$ cat src/rtl/gainramp_pkg.sv
package gainramp_pkg;
  localparam int SMP_W  = 16;
  localparam int ATT_W  = 8;
  localparam int CMD_W  = 24;
  localparam int PROD_W = SMP_W + ATT_W + 1;

  typedef enum logic [1:0] {
    SRC_MUTE  = 2'b00,
    SRC_RIGHT = 2'b01,
    SRC_LEFT  = 2'b10,
    SRC_MIX   = 2'b11
  } src_e;

  // average of two samples: widened sum, then divide by two with sign kept
  function automatic logic signed [SMP_W-1:0] mix_avg(input logic signed [SMP_W-1:0] a,
                                                      input logic signed [SMP_W-1:0] b);
    logic signed [SMP_W:0] s;
    s = {a[SMP_W-1], a} + {b[SMP_W-1], b};
    return s[SMP_W:1];
  endfunction

  // apply gain: product with rounding constant, keep bits above the fraction
  function automatic logic signed [SMP_W-1:0] scale_gain(input logic signed [SMP_W-1:0] s,
                                                         input logic [ATT_W-1:0] g);
    logic signed [PROD_W-1:0] p;
    p = s * $signed({1'b0, g});
    p = p + PROD_W'(1 << (ATT_W - 1));
    return p[SMP_W+ATT_W-1:ATT_W];
  endfunction

  // pick a source; mute keeps the channel's own input while the gain fades
  function automatic logic signed [SMP_W-1:0] pick_src(input src_e code,
                                                       input logic signed [SMP_W-1:0] l,
                                                       input logic signed [SMP_W-1:0] r,
                                                       input logic signed [SMP_W-1:0] own);
    case (code)
      SRC_RIGHT: return r;
      SRC_LEFT:  return l;
      SRC_MIX:   return mix_avg(l, r);
      default:   return own;
    endcase
  endfunction
endpackage

$ cat src/rtl/ramp_ctl_port.sv
module ramp_ctl_port import gainramp_pkg::*; (
  input  logic             clk,
  input  logic             rst_n,
  input  logic             ctl_clk,
  input  logic             ctl_dat,
  input  logic             ctl_latch,
  output logic [ATT_W-1:0] att_l,
  output logic [ATT_W-1:0] att_r,
  output logic [3:0]       pl,
  output logic             dem,
  output logic             atc
);
  localparam int PL_POS  = 2 * ATT_W;
  localparam int DEM_POS = PL_POS + 4;
  localparam int ATC_POS = DEM_POS + 1;

  logic [CMD_W-1:0] shreg;
  logic clk_q, lat_q;
  logic shift_edge, lat_edge;

  assign shift_edge = ctl_clk & ~clk_q;
  assign lat_edge   = ctl_latch & ~lat_q;

  always_ff @(posedge clk or negedge rst_n) begin
    if (!rst_n) begin
      clk_q <= 1'b0;
      lat_q <= 1'b0;
      shreg <= '0;
      att_l <= '1;
      att_r <= '1;
      pl    <= 4'b1001;
      dem   <= 1'b0;
      atc   <= 1'b0;
    end else begin
      clk_q <= ctl_clk;
      lat_q <= ctl_latch;
      if (shift_edge) shreg <= {ctl_dat, shreg[CMD_W-1:1]};
      if (lat_edge) begin
        att_l <= shreg[ATT_W-1:0];
        att_r <= shreg[2*ATT_W-1:ATT_W];
        pl    <= shreg[PL_POS+3:PL_POS];
        dem   <= shreg[DEM_POS];
        atc   <= shreg[ATC_POS];
      end
    end
  end

  AST_DEM_TAKE: assert property (@(posedge clk) disable iff (!rst_n)
    lat_edge |=> dem == $past(shreg[DEM_POS]));
endmodule

$ cat src/rtl/gain_ramp.sv
module gain_ramp import gainramp_pkg::*; (
  input  logic             clk,
  input  logic             rst_n,
  input  logic             step_tick,
  input  logic             mute_req,
  input  logic [ATT_W-1:0] target_att,
  output logic [ATT_W-1:0] gain
);
  logic [ATT_W-1:0] tgt;
  assign tgt = mute_req ? '0 : target_att;

  always_ff @(posedge clk or negedge rst_n) begin
    if (!rst_n) gain <= '1;
    else if (step_tick) begin
      if (gain < tgt)      gain <= gain + 1'b1;
      else if (gain > tgt) gain <= gain - 1'b1;
    end
  end

  AST_SINGLE_STEP: assert property (@(posedge clk) disable iff (!rst_n)
    1'b1 |=> (gain == $past(gain)) ||
             ({1'b0, gain} == {1'b0, $past(gain)} + 9'd1) ||
             ({1'b0, gain} + 9'd1 == {1'b0, $past(gain)}));
  AST_HOLD_OFF_TICK: assert property (@(posedge clk) disable iff (!rst_n)
    !step_tick |=> $stable(gain));
  AST_MUTE_FALLS: assert property (@(posedge clk) disable iff (!rst_n)
    (step_tick && mute_req && gain != '0) |=> gain < $past(gain));
endmodule

$ cat src/rtl/gain_ramp_router.sv
module gain_ramp_router import gainramp_pkg::*; #(
  parameter int STEP_FRAMES   = 4,
  parameter int UNMUTE_FRAMES = 9
) (
  input  logic             clk,
  input  logic             rst_n,
  input  logic             ctl_clk,
  input  logic             ctl_dat,
  input  logic             ctl_latch,
  input  logic             frame_stb,
  input  logic [SMP_W-1:0] smp_l,
  input  logic [SMP_W-1:0] smp_r,
  output logic [SMP_W-1:0] out_l,
  output logic [SMP_W-1:0] out_r,
  output logic             deemph_en
);
  localparam int PW = (STEP_FRAMES > 1) ? $clog2(STEP_FRAMES) : 1;
  localparam int UW = $clog2(UNMUTE_FRAMES + 1);

  logic [ATT_W-1:0] att_l, att_r;
  logic [3:0] pl;
  logic atc;
  logic [PW-1:0] presc;
  logic [UW-1:0] up_cnt;
  logic step_tick, live;
  logic [ATT_W-1:0] gain_w [2];
  logic signed [SMP_W-1:0] src_w [2];

  ramp_ctl_port u_ctl (
    .clk(clk), .rst_n(rst_n), .ctl_clk(ctl_clk), .ctl_dat(ctl_dat), .ctl_latch(ctl_latch),
    .att_l(att_l), .att_r(att_r), .pl(pl), .dem(deemph_en), .atc(atc)
  );

  assign step_tick = frame_stb && (presc == PW'(STEP_FRAMES - 1));
  assign live      = (up_cnt == UW'(UNMUTE_FRAMES));

  always_ff @(posedge clk or negedge rst_n) begin
    if (!rst_n) begin
      presc  <= '0;
      up_cnt <= '0;
    end else begin
      if (step_tick)      presc <= '0;
      else if (frame_stb) presc <= presc + 1'b1;
      if (frame_stb && !live) up_cnt <= up_cnt + 1'b1;
    end
  end

  for (genvar ch = 0; ch < 2; ch++) begin : g_chan
    src_e code;
    logic [ATT_W-1:0] tgt_att;
    if (ch == 0) begin : g_left
      assign code    = src_e'({pl[0], pl[1]});
      assign tgt_att = att_l;
      assign src_w[ch] = pick_src(code, $signed(smp_l), $signed(smp_r), $signed(smp_l));
    end else begin : g_right
      assign code    = src_e'({pl[2], pl[3]});
      assign tgt_att = atc ? att_l : att_r;
      assign src_w[ch] = pick_src(code, $signed(smp_l), $signed(smp_r), $signed(smp_r));
    end
    gain_ramp u_ramp (
      .clk(clk), .rst_n(rst_n), .step_tick(step_tick),
      .mute_req(code == SRC_MUTE), .target_att(tgt_att), .gain(gain_w[ch])
    );
  end

  always_ff @(posedge clk or negedge rst_n) begin
    if (!rst_n) begin
      out_l <= '0;
      out_r <= '0;
    end else begin
      out_l <= live ? scale_gain(src_w[0], gain_w[0]) : '0;
      out_r <= live ? scale_gain(src_w[1], gain_w[1]) : '0;
    end
  end

  AST_ZERO_GAIN_SILENT: assert property (@(posedge clk) disable iff (!rst_n)
    (gain_w[0] == '0) |=> out_l == '0);
  AST_STARTUP_HOLD: assert property (@(posedge clk) disable iff (!rst_n)
    (up_cnt == '0) |=> (out_l == '0 && out_r == '0));
endmodule

$ cat config.mk
export PLATFORM = sky130hd
export DESIGN_NAME = gain_ramp_router
export DESIGN_NICKNAME = d
export VERILOG_FILES = /design/src/rtl/gainramp_pkg.sv /design/src/rtl/ramp_ctl_port.sv /design/src/rtl/gain_ramp.sv /design/src/rtl/gain_ramp_router.sv
export SDC_FILE = /design/constraint.sdc
export NUM_CORES = 1
export LEC_CHECK = 0
export BUFFER_PORTS_ARGS = -buffer_cell sky130_fd_sc_hd__buf_4
export CAP_MARGIN = 15
export CORE_UTILIZATION = 65
export DETAILED_ROUTE_END_ITERATION = 10
export PLACE_DENSITY = 0.84
export SLEW_MARGIN = 20
export SYNTH_ARGS = -nofsm -noshare
export SYNTH_HDL_FRONTEND = slang
export SYNTH_HIERARCHICAL = 1
export SYNTH_SLANG_ARGS = --single-unit
$ cat constraint.sdc
create_clock -name clk -period 16.6 [get_ports clk]
set_input_delay 0.83 -clock clk [delete_from_list [all_inputs] [get_ports clk]]
set_output_delay 0.83 -clock clk [all_outputs]
set_load 0.03 [all_outputs]
Word level (Yosys, flattened, before mapping)
Cells that the tools add are included.
{ "word_totals": {"reg_bits": 102, "input_bits": 38, "output_inout_bits": 33, "wordCells": 62} }
{ "op_classes": {"addsub": 9, "mul": 2, "n_lt_le_gt_ge": 4, "n_eq_ne": 6, "mux": 13, "bitwise": 4, "n_reduce_logical": 10} }
{ "op_table": {"columns": ["op", "count"], "rows": [
  ["16-bit one-hot mux with 2 select lines", 2],
  ["8-bit 2-to-1 mux", 7],
  ["24-bit by 9-bit adder with 24-bit output, second input constant", 2],
  ["16-bit by 9-bit multiplier with 24-bit output", 2],
  ["16-bit 2-to-1 mux", 2],
  ["16-bit by 16-bit adder with 17-bit output", 1],
  ["8-bit by 1-bit adder with 8-bit output, second input constant", 2],
  ["8-bit greater-than comparator", 2],
  ["8-bit < comparator", 2],
  ["8-bit by 1-bit subtractor with 8-bit output, second input constant", 2],
  ["2-bit == test, second input constant", 4],
  ["2-bit nonzero test", 3],
  ["4-bit by 1-bit adder with 4-bit output, second input constant", 1],
  ["4-bit == test, second input constant", 1],
  ["2-bit logical NOT", 2],
  ["2-bit 2-to-1 mux", 2],
  ["2-bit AND reduction", 2],
  ["2-bit by 1-bit adder with 2-bit output, second input constant", 1],
  ["1-bit bitwise AND", 2],
  ["2-bit by 1-bit == test with 1-bit output, second input constant", 1],
  ["1-bit logical AND", 2],
  ["1-bit inverter", 2],
  ["1-bit logical NOT", 1]
]} }

Depth between registers and ports, before layout
{ "depth": {"depth_word": 5, "depth_mapped": 25, "depth_no_buf": 25} }

Modules after synthesis
The synthesis kept the hierarchy.
{ "by_module_without_submodules": {"columns": ["module", "n_inst", "cells_per_inst", "area_per_inst_um2", "seq_area_each_um2"], "rows": [
  ["gain_ramp_router", 1, 1286, 11681.2, 950.9],
  ["ramp_ctl_port", 1, 101, 1905.6, 1223.7],
  ["gain_ramp", 2, 83, 782.0, 210.2]
]} }

Least setup slack after synthesis
Ideal clock, no wire load.
{ "synth_path": {"path_kind": "in2reg", "from": "input smp_l[2]", "to": "register out_r[15]", "setup_ns": 0.126, "t_arrival_ns": 6.672, "required_ns": 16.474, "path_slack_ns": 9.802, "stages": 22, "path_buffers": 0, "cell_sequence": "ha_1 -> nor2b_1 -> o21a_1 -> o21ai_1 -> a211oi_1 -> o211a_1 -> a2111oi_2 -> nand2_1 -> fa_1 -> inv_1 -> fa_1 -> fa_1 -> fa_1 -> ha_1 -> ha_1 -> a21o_1 -> a211o_1 -> a21o_1 -> o21a_4 -> a311oi_2 -> o21bai_1 -> mux2i_1"} }
{ "synth_between": {"elab_chain_len": 5} }
{ "synth_lines": {"columns": ["item", "line", "rtl"], "rows": [
  ["from (decl)", "gain_ramp_router.sv:11", "input logic [SMP_W-1:0] smp_l,"],
  ["16-bit by 16-bit adder with 17-bit output", "gainramp_pkg.sv:18", "s = {a[SMP_W-1], a} + {b[SMP_W-1], b};"],
  ["16-bit one-hot mux with 2 select lines *", "gainramp_pkg.sv:36", "case (code)"],
  ["16-bit by 9-bit multiplier with 24-bit output *", "gainramp_pkg.sv:26", "p = s * $signed({1'b0, g});"],
  ["24-bit by 9-bit adder with 24-bit output *", "gainramp_pkg.sv:27", "p = p + PROD_W'(1 << (ATT_W - 1));"],
  ["16-bit 2-to-1 mux *", "gain_ramp_router.sv:72", "out_r <= live ? scale_gain(src_w[1], gain_w[1]) : '0;"],
  ["to (signal assigned)", "gain_ramp_router.sv:72", null],
  ["to (decl)", "gain_ramp_router.sv:14", "output logic [SMP_W-1:0] out_r,"]
]} }
Mark *: on every way between the ends. The rest lies on a longest branch, timed or not.
A chain may end at the register's enable or synchronous reset.

Final worst setup path
{ "layout_path": {"from": "input smp_l[1]", "to": "register out_r[15]"} }
Same word-level chain as after synthesis.

==> run_results.csv <==
group,metric,value,unit
run_status,status,"complete, no violations",
timing,setup_tns,0,ns
worst_setup_path,reg2reg_to,"out_l[11]",
synth,synth_edf_count,0,
clock_network,clkSinkCount,102,
route,first_pass_iters,8,
clock_network,clock_latency,0.36,ns
final_layout,layout.nets,1994,
floorplanning,die_w,155,µm
placement,port_buffers,70,
synth,syn_avg_cell_area,9.76,µm²
clock_network,max-clock-path-buffers,2,
floorplanning,die_h,155,µm
timing,fin_crit_sh,44.7,%
final_layout,syn_to_final_growth,6.70,%
worst_setup_path,setup.worst_path.class,"in -> reg",
route,viasPerCell,6.00,
floorplanning,io_pins,71,
clock_network,cts_setup_buffers,0,
timing,drv_slew,0,
floorplanning,start_util,66.5,%
synth,netlist_area,15200,µm²
final_layout,final_layout_size_suffix_gt1_share,13.4,%
timing,max_freq,0.135,GHz
worst_setup_path,cp.required,16.85,ns
worst_setup_path,reg2reg_depth,19,
global_routing,antenna_found_initial,0,
synth,synthFlopType,"dfrtp_1",
floorplanning,placementRows,55,
worst_setup_path,crit_end,"out_r[15]",
final_layout,diodes,0,
route,drt-initial-drc-count,873,
worst_setup_path,cp_data_arrival_time,7.67,ns
worst_setup_path,end_kind,"register",
timing,worst_pin_slew,0.848,ns
timing,finClkSkew,0.0131,ns
clock_network,cts_resized,0,
clock_network,htree_num_levels,3,
global_routing,grt-ovfl-total,0,
floorplanning,core-area,22800,µm²
synth,synth-seq-cells,102,
global_routing,grt_util_all_layers,31.3,%
placement,dp_hpwl,27600,µm
placement,gp_congestion,0.910,
synth,async_flop_share,100,%
synth,yosysWarnings,6,
global_routing,grt_pass1_vias,11965,
clock_network,cts_root_buf,"clkbuf_16",
worst_setup_path,regToRegSetupSlack,10.00,ns
clock_network,cts_tree,"yes",
worst_setup_path,reg2reg_from,"u_ctl/pl[0]",
global_routing,grt_max_degree,69,
timing,hold_viol_final,0,
floorplanning,design.die.area,23900,µm²
synth,syn_inst,1553,
worst_setup_path,worst-path-max-fanout,8,
clock_network,ctsHoldBuffers,0,
route,drc,0,
worst_setup_path,start_kind,"input port",
clock_network,cts_made_buffers,9,
route,routed_wl,35400,µm
global_routing,grt_pass1_wl,58900,µm
synth,syn_nets,1958,
route,ant_nets,0,
timing,rsz0062_at_grt,"no",
timing,period_minus_slack,7.42,ns
route,dr_total_vias,11449,
synth,yosysUniqueCellTypes,76,
timing,setup_viol,0,
clock_network,clk_pin_slew,0.08,ns
route,wl_per_cell,18.5,µm
final_layout,fillCellCount,1671,
job,cap_violations,0,
synth,synth_seq_area_share,17.1,%
worst_setup_path,startpoint,"smp_l[1]",
timing,maxSlewHeadroom,43.4,%
hold_path,hp-class,"in -> async",
## synth_stat cells, types with 3 or more instances
cell	instances	share of area (%)
buf_1	3	0.074
o21ai_1	14	0.46
o211ai_1	7	0.35
a211o_1	3	0.17
a211oi_1	7	0.35
nor2b_1	21	0.87
fa_1	203	27
a31o_2	3	0.17
a31oi_1	12	0.50
nor3b_1	16	0.79
nor2_1	52	1.3
a21oi_1	63	2.1
nor3_1	20	0.66
xnor2_1	40	2.3
or2_2	6	0.25
mux2i_1	9	0.59
ha_1	164	14
nand3b_1	8	0.40
nand4_1	10	0.41
mux2_4	20	2.0
mux2_2	44	3.3
nand2_1	145	3.6
o21a_1	25	1.2
dfrtp_1	68	11
a21o_1	26	1.3
dfstp_2	34	5.9
or3_1	10	0.41
clkbuf_1	34	0.84
buf_6	3	0.22
nand3_1	35	1.2
a221o_1	6	0.40
nand2b_1	22	0.91
buf_4	4	0.20
inv_1	185	4.6
o21ai_0	54	1.8
xor2_1	12	0.69
and2_1	95	3.9
o21bai_1	7	0.35
o211a_1	3	0.20
and3_1	13	0.54
## worst min-delay path by stage
stage / from / endpoint / depth (start not counted)
floorplan: up_cnt[3] / up_cnt[3] / 1
global placement: up_cnt[3] / up_cnt[3] / 1
detailed placement: up_cnt[3] / up_cnt[3] / 1
CTS: rst_n / out_l[0] / 1
global route: rst_n / out_l[0] / 1
finish: rst_n / out_l[0] / 1
## layer usage
metal / vias to the layer above / wire length (µm) / global-route usage, %
li1: 5278 / - / -
met1: 5671 / 14400 / 40.5
met2: 413 / 17600 / 54.1
met3: 87 / 2190 / 3.87
met4: 0 / 1180 / 11.6
met5: - / 0 / 0
## state kept, by name, summed over array words and instances (netlist names)
name                cells
u_ctl/shreg            24
u_ctl/atc               1
u_ctl/att_r             8
u_ctl/lat_q             1
out_l                  16
out_r                  16
u_ctl/clk_q             1
u_ctl/pl                4
u_ctl/dem               1
g_chan.u_ramp/gain     16
up_cnt                  4
u_ctl/att_l             8
presc                   2
## cell type report
class	instances	area [µm²]	share of cell area [%]
Clock buffer	10	239	1.48
Sequential cell	102	2590	16.1
Timing Repair Buffer	73	548	3.39
Multi-Input combinational cell	1217	11600	72.0
Tap cell	313	392	2.42
Clock inverter	6	61.3	0.379
Inverter	186	698	4.32
## cell families after synthesis
family          Yosys count  share of synthesized area (%)
simple gates            466                           16.0
fa+ha+maj               367                           40.4
flops                   102                           17.1
compound gates          258                           11.3
xor+xnor                 52                           3.01
buf+inv                 234                           6.28
mux                      74                           5.92
## cells in the final DEF, fill, tap and decap left out, types with 7 or more instances in the layout
cell type	n
fa_1	203
inv_1	185
ha_1	164
nand2_1	145
and2_1	95
buf_4	73
dfrtp_1	68
a21oi_1	63
o21ai_0	54
nor2_1	52
mux2_2	44
xnor2_1	40
nand3_1	35
dfstp_2	34
a21o_1	26
o21a_1	25
nand2b_1	22
nor2b_1	21
nor3_1	20
mux2_4	20
nor3b_1	16
o21ai_1	14
and3_1	13
a31oi_1	12
xor2_1	12
or3_1	10
nand4_1	10
mux2i_1	9
clkbuf_16	9
nand3b_1	8
a211oi_1	7
o211ai_1	7
o21bai_1	7
## per-stage QoR
step                      hold WS (ns)  worst slack (ns)  std cells  utilization [%]  area (µm²)
after floorplan                  0.445              9.80       1553                -       15200
after global placement           0.461              9.00       1891             69.5       15800
after detailed placement         0.473              8.90       1891             69.5       15800
after CTS                        0.433              9.25       1907             70.8       16100
after global routing             0.461              8.78       1907             71.0       16200
final                            0.425              9.18       1907             71.0       16200
## critical path, cell delays in order
cell       delay, ns
buf_4           0.10
inv_1           0.05
fa_1            0.46
nor2b_1         0.13
o21a_1          0.15
o21ai_1         0.15
a211oi_1        0.40
o2111ai_1       0.21
a31oi_1         0.67
nand2_1         0.18
fa_1            0.56
inv_1           0.05
fa_1            0.48
fa_1            0.56
fa_1            0.41
ha_1            0.29
ha_1            0.34
a21o_1          0.18
a211o_1         0.32
a21o_1          0.21
o21a_4          0.25
a311oi_2        0.40
o21bai_1        0.15
mux2i_1         0.13
Power is left out: the tool's default activity adds up to more than one toggle a clock period on the data nets, which glitch-free logic cannot reach.
